File: src/rtl/pan_mix_pkg.sv
package pan_mix_pkg;

    // Register map bases; the table occupies TAB_BASE .. TAB_BASE + 2**VOL_W - 1
    localparam int unsigned TAB_BASE = 0;
    localparam int unsigned VOL_BASE = 16;
    localparam int unsigned PAN_BASE = 24;

    // Rounded scaling of lvl by w / (2**pan_w - 1) via reciprocal multiply
    function automatic longint unsigned recip_const(input int lvl_w, input int pan_w);
        longint unsigned pmax;
        pmax = (longint'(1) << pan_w) - 1;
        return ((longint'(1) << (lvl_w + 2 * pan_w)) + pmax - 1) / pmax;
    endfunction

endpackage

File: src/rtl/pan_mix_regs.sv
module pan_mix_regs #(
    parameter int NCH    = 2,
    parameter int VOL_W  = 4,
    parameter int PAN_W  = 8,
    parameter int LVL_W  = 16,
    parameter int ADDR_W = 5
) (
    input  logic                             clk,
    input  logic                             rst_n,
    input  logic                             wr_en,
    input  logic [ADDR_W-1:0]                wr_addr,
    input  logic [LVL_W-1:0]                 wr_data,
    output logic [(1<<VOL_W)-1:0][LVL_W-1:0] tab_o,
    output logic [NCH-1:0][VOL_W-1:0]        vol_o,
    output logic [NCH-1:0][PAN_W-1:0]        pan_o
);
    import pan_mix_pkg::*;

    localparam int NTAB = 1 << VOL_W;

    typedef struct packed {
        logic [NTAB-1:0][LVL_W-1:0] tab;
        logic [NCH-1:0][VOL_W-1:0]  vol;
        logic [NCH-1:0][PAN_W-1:0]  pan;
    } regs_t;

    function automatic regs_t init_regs();
        regs_t r;
        r = '0;
        for (int i = 0; i < NTAB; i++) begin
            r.tab[i] = LVL_W'((longint'(i) * ((longint'(1) << LVL_W) - 1)) / longint'(NTAB - 1));
        end
        for (int c = 0; c < NCH; c++) begin
            r.pan[c] = PAN_W'(1 << (PAN_W - 1));
        end
        return r;
    endfunction

    localparam regs_t RST_VAL = init_regs();

    regs_t regs_d, regs_q;

    always_comb begin
        regs_d = regs_q;
        if (wr_en) begin
            for (int i = 0; i < NTAB; i++) begin
                if (wr_addr == ADDR_W'(TAB_BASE + i)) regs_d.tab[i] = wr_data;
            end
            for (int c = 0; c < NCH; c++) begin
                if (wr_addr == ADDR_W'(VOL_BASE + c)) regs_d.vol[c] = wr_data[VOL_W-1:0];
                if (wr_addr == ADDR_W'(PAN_BASE + c)) regs_d.pan[c] = wr_data[PAN_W-1:0];
            end
        end
    end

    always_ff @(posedge clk or negedge rst_n) begin
        if (!rst_n) regs_q <= RST_VAL;
        else        regs_q <= regs_d;
    end

    assign tab_o = regs_q.tab;
    assign vol_o = regs_q.vol;
    assign pan_o = regs_q.pan;

    // a pan write to channel 0 lands in that channel's pan register
    a_r5_pan_write: assert property (@(posedge clk) disable iff (!rst_n)
        (wr_en && wr_addr == ADDR_W'(PAN_BASE)) |=> (pan_o[0] == $past(wr_data[PAN_W-1:0])));

    // without a write every setting keeps its value
    a_r6_idle_hold: assert property (@(posedge clk) disable iff (!rst_n)
        !wr_en |=> ($stable(tab_o) && $stable(vol_o) && $stable(pan_o)));

endmodule

File: src/rtl/pan_mix_split.sv
module pan_mix_split #(
    parameter int VOL_W = 4,
    parameter int PAN_W = 8,
    parameter int LVL_W = 16
) (
    input  logic                             pulse,
    input  logic [VOL_W-1:0]                 vol,
    input  logic [PAN_W-1:0]                 pan,
    input  logic [(1<<VOL_W)-1:0][LVL_W-1:0] tab,
    output logic [LVL_W-1:0]                 level_o,
    output logic [LVL_W-1:0]                 left_o,
    output logic [LVL_W-1:0]                 right_o
);
    import pan_mix_pkg::*;

    localparam int PMAX  = (1 << PAN_W) - 1;
    localparam int HALF  = PMAX / 2;
    localparam int SHIFT = LVL_W + 2 * PAN_W;
    localparam int Y_W   = LVL_W + PAN_W;
    localparam int P_W   = LVL_W + SHIFT + 2;
    localparam longint unsigned RECIP = recip_const(LVL_W, PAN_W);

    // round(lvl * w / PMAX): floor((lvl*w + HALF) * RECIP / 2**SHIFT)
    function automatic logic [LVL_W-1:0] scale(input logic [LVL_W-1:0] lvl,
                                               input logic [PAN_W-1:0] w);
        logic [Y_W-1:0] y;
        logic [P_W-1:0] p;
        y = Y_W'(lvl) * Y_W'(w) + Y_W'(HALF);
        p = P_W'(y) * P_W'(RECIP);
        return LVL_W'(p >> SHIFT);
    endfunction

    logic [PAN_W-1:0] pan_inv;

    always_comb begin
        level_o = pulse ? tab[vol] : tab[0];
        pan_inv = PAN_W'(PMAX) - pan;
        right_o = scale(level_o, pan);
        left_o  = scale(level_o, pan_inv);
    end

endmodule

File: src/rtl/stereo_pan_mixer.sv
module stereo_pan_mixer #(
    parameter int NCH    = 2,
    parameter int VOL_W  = 4,
    parameter int PAN_W  = 8,
    parameter int LVL_W  = 16,
    parameter int ADDR_W = 5
) (
    input  logic              clk,
    input  logic              rst_n,
    input  logic              reg_wr,
    input  logic [ADDR_W-1:0] reg_addr,
    input  logic [LVL_W-1:0]  reg_data,
    input  logic [NCH-1:0]    pulse,
    input  logic              sample_strobe,
    output logic [LVL_W-1:0]  audio_left,
    output logic [LVL_W-1:0]  audio_right
);
    localparam int NTAB  = 1 << VOL_W;
    localparam int SUM_W = LVL_W + $clog2(NCH) + 1;
    localparam logic [SUM_W-1:0] FULL = SUM_W'((longint'(1) << LVL_W) - 1);

    typedef struct packed {
        logic [LVL_W-1:0] left;
        logic [LVL_W-1:0] right;
    } out_t;

    logic [NTAB-1:0][LVL_W-1:0] tab;
    logic [NCH-1:0][VOL_W-1:0]  vol;
    logic [NCH-1:0][PAN_W-1:0]  pan;
    logic [NCH-1:0][LVL_W-1:0]  level, share_l, share_r;
    logic [SUM_W-1:0]           sum_l, sum_r;
    out_t                       out_d, out_q;

    pan_mix_regs #(
        .NCH(NCH), .VOL_W(VOL_W), .PAN_W(PAN_W), .LVL_W(LVL_W), .ADDR_W(ADDR_W)
    ) u_regs (
        .clk(clk), .rst_n(rst_n), .wr_en(reg_wr), .wr_addr(reg_addr),
        .wr_data(reg_data), .tab_o(tab), .vol_o(vol), .pan_o(pan)
    );

    for (genvar c = 0; c < NCH; c++) begin : g_ch
        pan_mix_split #(
            .VOL_W(VOL_W), .PAN_W(PAN_W), .LVL_W(LVL_W)
        ) u_split (
            .pulse(pulse[c]), .vol(vol[c]), .pan(pan[c]), .tab(tab),
            .level_o(level[c]), .left_o(share_l[c]), .right_o(share_r[c])
        );

        // the two shares of a channel add back to its level
        a_r3_share_sum: assert property (@(posedge clk) disable iff (!rst_n)
            (SUM_W'(share_l[c]) + SUM_W'(share_r[c])) == SUM_W'(level[c]));

        // a channel with its pulse low plays table entry 0
        a_r2_gate_low: assert property (@(posedge clk) disable iff (!rst_n)
            !pulse[c] |-> (level[c] == tab[0]));

        // full-left pan gives no right share
        a_r4_full_left: assert property (@(posedge clk) disable iff (!rst_n)
            (pan[c] == '0) |-> (share_r[c] == '0));
    end

    always_comb begin
        sum_l = '0;
        sum_r = '0;
        for (int c = 0; c < NCH; c++) begin
            sum_l = sum_l + SUM_W'(share_l[c]);
            sum_r = sum_r + SUM_W'(share_r[c]);
        end
        out_d = out_q;
        if (sample_strobe) begin
            out_d.left  = (sum_l > FULL) ? LVL_W'(FULL) : LVL_W'(sum_l);
            out_d.right = (sum_r > FULL) ? LVL_W'(FULL) : LVL_W'(sum_r);
        end
    end

    always_ff @(posedge clk or negedge rst_n) begin
        if (!rst_n) out_q <= '0;
        else        out_q <= out_d;
    end

    assign audio_left  = out_q.left;
    assign audio_right = out_q.right;

    // outputs hold between strobes
    a_r8_hold: assert property (@(posedge clk) disable iff (!rst_n)
        !sample_strobe |=> ($stable(audio_left) && $stable(audio_right)));

    // a sample never falls below any single contributing share
    a_r7_no_loss: assert property (@(posedge clk) disable iff (!rst_n)
        sample_strobe |=> (audio_left >= $past(share_l[0]) && audio_right >= $past(share_r[0])));

endmodule

File: config.mk
export PLATFORM = sky130hd
export DESIGN_NAME = stereo_pan_mixer
export DESIGN_NICKNAME = d
export VERILOG_FILES = /design/src/rtl/pan_mix_pkg.sv /design/src/rtl/pan_mix_regs.sv /design/src/rtl/pan_mix_split.sv /design/src/rtl/stereo_pan_mixer.sv
export SDC_FILE = /design/constraint.sdc
export NUM_CORES = 2
export LEC_CHECK = 0
export CORE_MARGIN = 2
export CORE_UTILIZATION = 70
export DETAILED_ROUTE_END_ITERATION = 6
export GPL_TIMING_DRIVEN = 0
export PLACE_DENSITY = 0.88
export REMOVE_ABC_BUFFERS = 1
export SYNTH_ARGS = -nofsm -noshare
export SYNTH_HDL_FRONTEND = slang
export SYNTH_SLANG_ARGS = --single-unit
File: constraint.sdc
create_clock -name clk -period 25.6 [get_ports clk]
set_clock_uncertainty 0.2 [all_clocks]
set_input_delay 3.84 -clock clk [delete_from_list [all_inputs] [get_ports clk]]
set_output_delay 3.84 -clock clk [all_outputs]
set_load 0.05 [all_outputs]
==> results <==
- For this run, the leading register cell type out of synthesis is sky130_fd_sc_hd__dfrtp_1.
- The number of endpoints with negative hold slack in the final report is 0.
- The amount of wire on met2 after detailed routing is 58460 um.
- The final critical path takes up 69.29% of the cycle.
- The post-detailed-route count of antenna-violating nets is 0.
- After synthesis the netlist holds a flip-flop and latch count of 312.
- The number of warning messages in the yosys log is 0.
- The first TritonRoute pass finished after 7 iterations.
- The uppermost metal layer occupied by signal nets is met5.
- The proportion of layout cells with a drive suffix above 1 is 16.74%.
- The worst path arrival time is 18.09 ns.
- TritonCTS built the clock tree.
- Measured along the y axis, the die boundary spans 264.9 um.
- The number of antenna violations at the first check in global routing is 2.
- The distinct cell type count after synthesis is 81.
- The critical setup path kind is input port to flop.
- Global routing finished with a remaining overflow of 0.
- The number of setup buffers added after CTS is 0.
- The number of buffers added to fix hold violations after cts is 0.
- The flow ran to the end, but the final reports show violations.
- The part of the Yosys area used for sequential elements is 16.72%.
- The pin count of the biggest net entering global routing is 110.
- The final reports fail on design-rule violations, max-capacitance violations, max-slew violations.
- After clock tree synthesis, the clock-pin slew on the worst setup and hold paths is 0.07 ns.
- The count of pins over their slew limit is 39.
- In this run the biggest area consumer among cell types represents 23.95% of the synthesized area.
- The area overhead of the layout relative to synthesis is 5.813%.
- The number of remaining DRC errors is 1.
- The HPWL after detailed placement is 87940 um.
- The number of instances in the synthesized netlist is 4557.
- Of all flip-flops after synthesis, the portion carrying an async set or reset was 100.0%.
- The count of clock tree sinks is 312.
- The core occupancy in the finished layout is 74.95%.
- Once the floorplan was initialized, standard cells occupied 70.83% of the core.
- The total detailed-routing wirelength is 122900 um.
- The detailed-route vias per instance is 6.562.
- After synthesis the cells add up to 47650 um^2.
- Each instance of the synthesized netlist takes up on average 10.46 um^2.
- CTS built an H-tree with a depth of 1.
- Counting the buffers created by CTS gives 31.
- The number of top-level pins is 59.
- The path category of the worst min-delay check is flop to flop.
- The final instance area is 50420 um^2.
- The filler cell count is 4111.
- The count of final setup violators is 0.
- The core region is 67280 um^2.
- The congestion estimate from routability-driven global placement came to 0.8989.
- The transition at the pin with the smallest max-transition slack is 1.566 ns.
- The total via count after detailed routing is 35.52k.
- In the global route stage, overall resource usage came out at 35.60%.
- The highest clock rate is 0.05638 GHz.
- The first global-routing pass estimated 199400 um of wire.
- The number of global-route vias before repair was 38.30k.
- Yosys instantiated no cell more often than sky130_fd_sc_hd__ha_1.
- Summed over all instances, the cell type with the most area after synthesis is sky130_fd_sc_hd__ha_1.
- For the worst-skew pair, the clock arrives at the later sink with an insertion delay of 0.63 ns.
- The clock period minus worst slack is 17.74 ns.
- The floorplan step defined a die boundary enclosing 70180 um^2.
- The cell with the most instances on the worst path is sky130_fd_sc_hd__ha_1.
- Port buffering added 58 buffers.
- The number of nets in the layout is 5879.
- After detailed routing, the average wire length per cell comes to 22.71 um.
- The launching element type of the critical path is an input port.
- The floorplan row count is 95.
- Detailed routing placed a total of 9509 um of wire on met3.
- By area the synthesized netlist is led by sky130_fd_sc_hd__ha_1 24%, sky130_fd_sc_hd__fa_1 18%, sky130_fd_sc_hd__dfrtp_1 9.6%.
- The worst-path maximum fanout is 18.
- The number of DRC markers in iteration 0 is 3057.
- The sum of negative setup slack is 0 ns.
- From left edge to right edge, the die measures 264.9 um.
- Setup repair after global routing left no endpoint under its margin.
- By count the netlist is led by 912 x sky130_fd_sc_hd__ha_1, 597 x sky130_fd_sc_hd__inv_1, 426 x sky130_fd_sc_hd__fa_1, 338 x sky130_fd_sc_hd__nor2_1, 280 x sky130_fd_sc_hd__mux2_2.
- The kind of capture point of the worst setup path is a flop.
- The number of max-capacitance violations reported is 2.
- The number of gates resized after CTS was 0.
- STA puts the critical path data required time at 25.95 ns.
- In this run the tightest slew margin relative to its limit is -4.416%.
- The count of flip-flops with a built-in enable after synthesis is 0.
- The maximum clock path buffer count is 3.
- The cell at the root of the clock tree is sky130_fd_sc_hd__clkbuf_16.
- For this block, wires on met1 add up to 47050 um.
- For this design, the slowest cell found on the critical path is sky130_fd_sc_hd__a311oi_1.
- Once placement finished, the instance area stood at 49410 um^2.
- The delay of the slowest critical-path stage is 0.96 ns.
-- sequential cells by signal, indices dropped and copies added (netlist names) --
register,cells
audio_left,16
u_regs.tab_o,256
u_regs.vol_o,8
u_regs.pan_o,16
audio_right,16
-- stage by stage --
| step | setup WS (ns) | cells | hold slack [ns] |
|---|---|---|---|
| 6_report | 7.862 | 5413 | 0.3075 |
| 5_1_grt | 7.387 | 5412 | 0.3191 |
| 4_1_cts | 8.206 | 5412 | 0.3077 |
| 3_5_place_dp | 7.818 | 5354 | 0.2893 |
| 3_3_place_gp | 7.065 | 5315 | 0.2796 |
| 2_1_floorplan | 10.96 | 4384 | 0.2911 |
-- critical path, delay by kind of cell --
| family | cells | cell delay [ns] |
|---|---|---|
| adder cells (fa/ha/maj) | 12 | 4.79 |
| XOR/XNOR | 1 | 0.28 |
| AND/OR/NAND/NOR | 9 | 1.50 |
| AO/OA/AOI/OAI | 18 | 6.42 |
| buffers and inverters | 5 | 1.22 |
-- per-layer routing --
layer | global-route usage [%] | up-vias
li1 | - | 15602
met1 | 44.44 | 17565
met2 | 59.44 | 1759
met3 | 5.973 | 592
met4 | 19.25 | 2
met5 | 0 | -
-- area by class of cell --
cell class	instances	area (um^2)	share of cell area, %
Clock buffer	49	893.4	1.772
Inverter	598	2245	4.451
Multi-Input combinational cell	3474	36890	73.16
Timing Repair Buffer	97	1197	2.375
Tap cell	873	1092	2.166
Sequential cell	312	7988	15.84
Clock inverter	9	116.4	0.2308
Antenna cell	1	2.502	0.004963
-- path summary, 6_finish.rpt --
check | from | end | slack (ns) | depth (start not counted)
max | pulse[1] | audio_left[15]$_DFFE_PN0P_ | 7.86 | 45
min | audio_right[0]$_DFFE_PN0P_ | audio_right[0]$_DFFE_PN0P_ | 0.31 | 1
max reg2reg | u_regs.vol_o[4]$_DFFE_PN0P_ | audio_left[15]$_DFFE_PN0P_ | 9.85 | 46
min reg2reg | audio_right[0]$_DFFE_PN0P_ | audio_right[0]$_DFFE_PN0P_ | 0.31 | 1
max in group asynchronous | rst_n | audio_right[0]$_DFFE_PN0P_ | 20.68 | 3
min in group asynchronous | rst_n | u_regs.tab_o[59]$_DFFE_PN0P_ | 3.08 | 1
-- logic make-up after synthesis --
family | share of synthesized area, %
xor+xnor | 2.665
compound gates | 7.331
flops | 16.72
buf+inv | 6.123
mux | 14.72
fa+ha+maj | 41.84
simple gates | 10.59
-- placed cells by master (no fill, tap or decap), types with 44 or more instances in the layout --
| master | instances |
|---|---|
| sky130_fd_sc_hd__a21o_1 | 77 |
| sky130_fd_sc_hd__a21oi_1 | 142 |
| sky130_fd_sc_hd__clkdlybuf4s50_1 | 54 |
| sky130_fd_sc_hd__dfrtp_1 | 176 |
| sky130_fd_sc_hd__dfstp_2 | 130 |
| sky130_fd_sc_hd__fa_1 | 426 |
| sky130_fd_sc_hd__ha_1 | 912 |
| sky130_fd_sc_hd__inv_1 | 597 |
| sky130_fd_sc_hd__mux2_2 | 280 |
| sky130_fd_sc_hd__mux4_2 | 152 |
| sky130_fd_sc_hd__nand2_1 | 113 |
| sky130_fd_sc_hd__nand2b_1 | 86 |
| sky130_fd_sc_hd__nand3_1 | 48 |
| sky130_fd_sc_hd__nor2_1 | 337 |
| sky130_fd_sc_hd__nor2b_1 | 217 |
| sky130_fd_sc_hd__nor3_1 | 44 |
| sky130_fd_sc_hd__o21ai_0 | 53 |
| sky130_fd_sc_hd__or2_2 | 58 |
| sky130_fd_sc_hd__xnor2_1 | 105 |
Power is left out: the tool's default activity adds up to more than one toggle a clock period on the data nets, which glitch-free logic cannot reach.
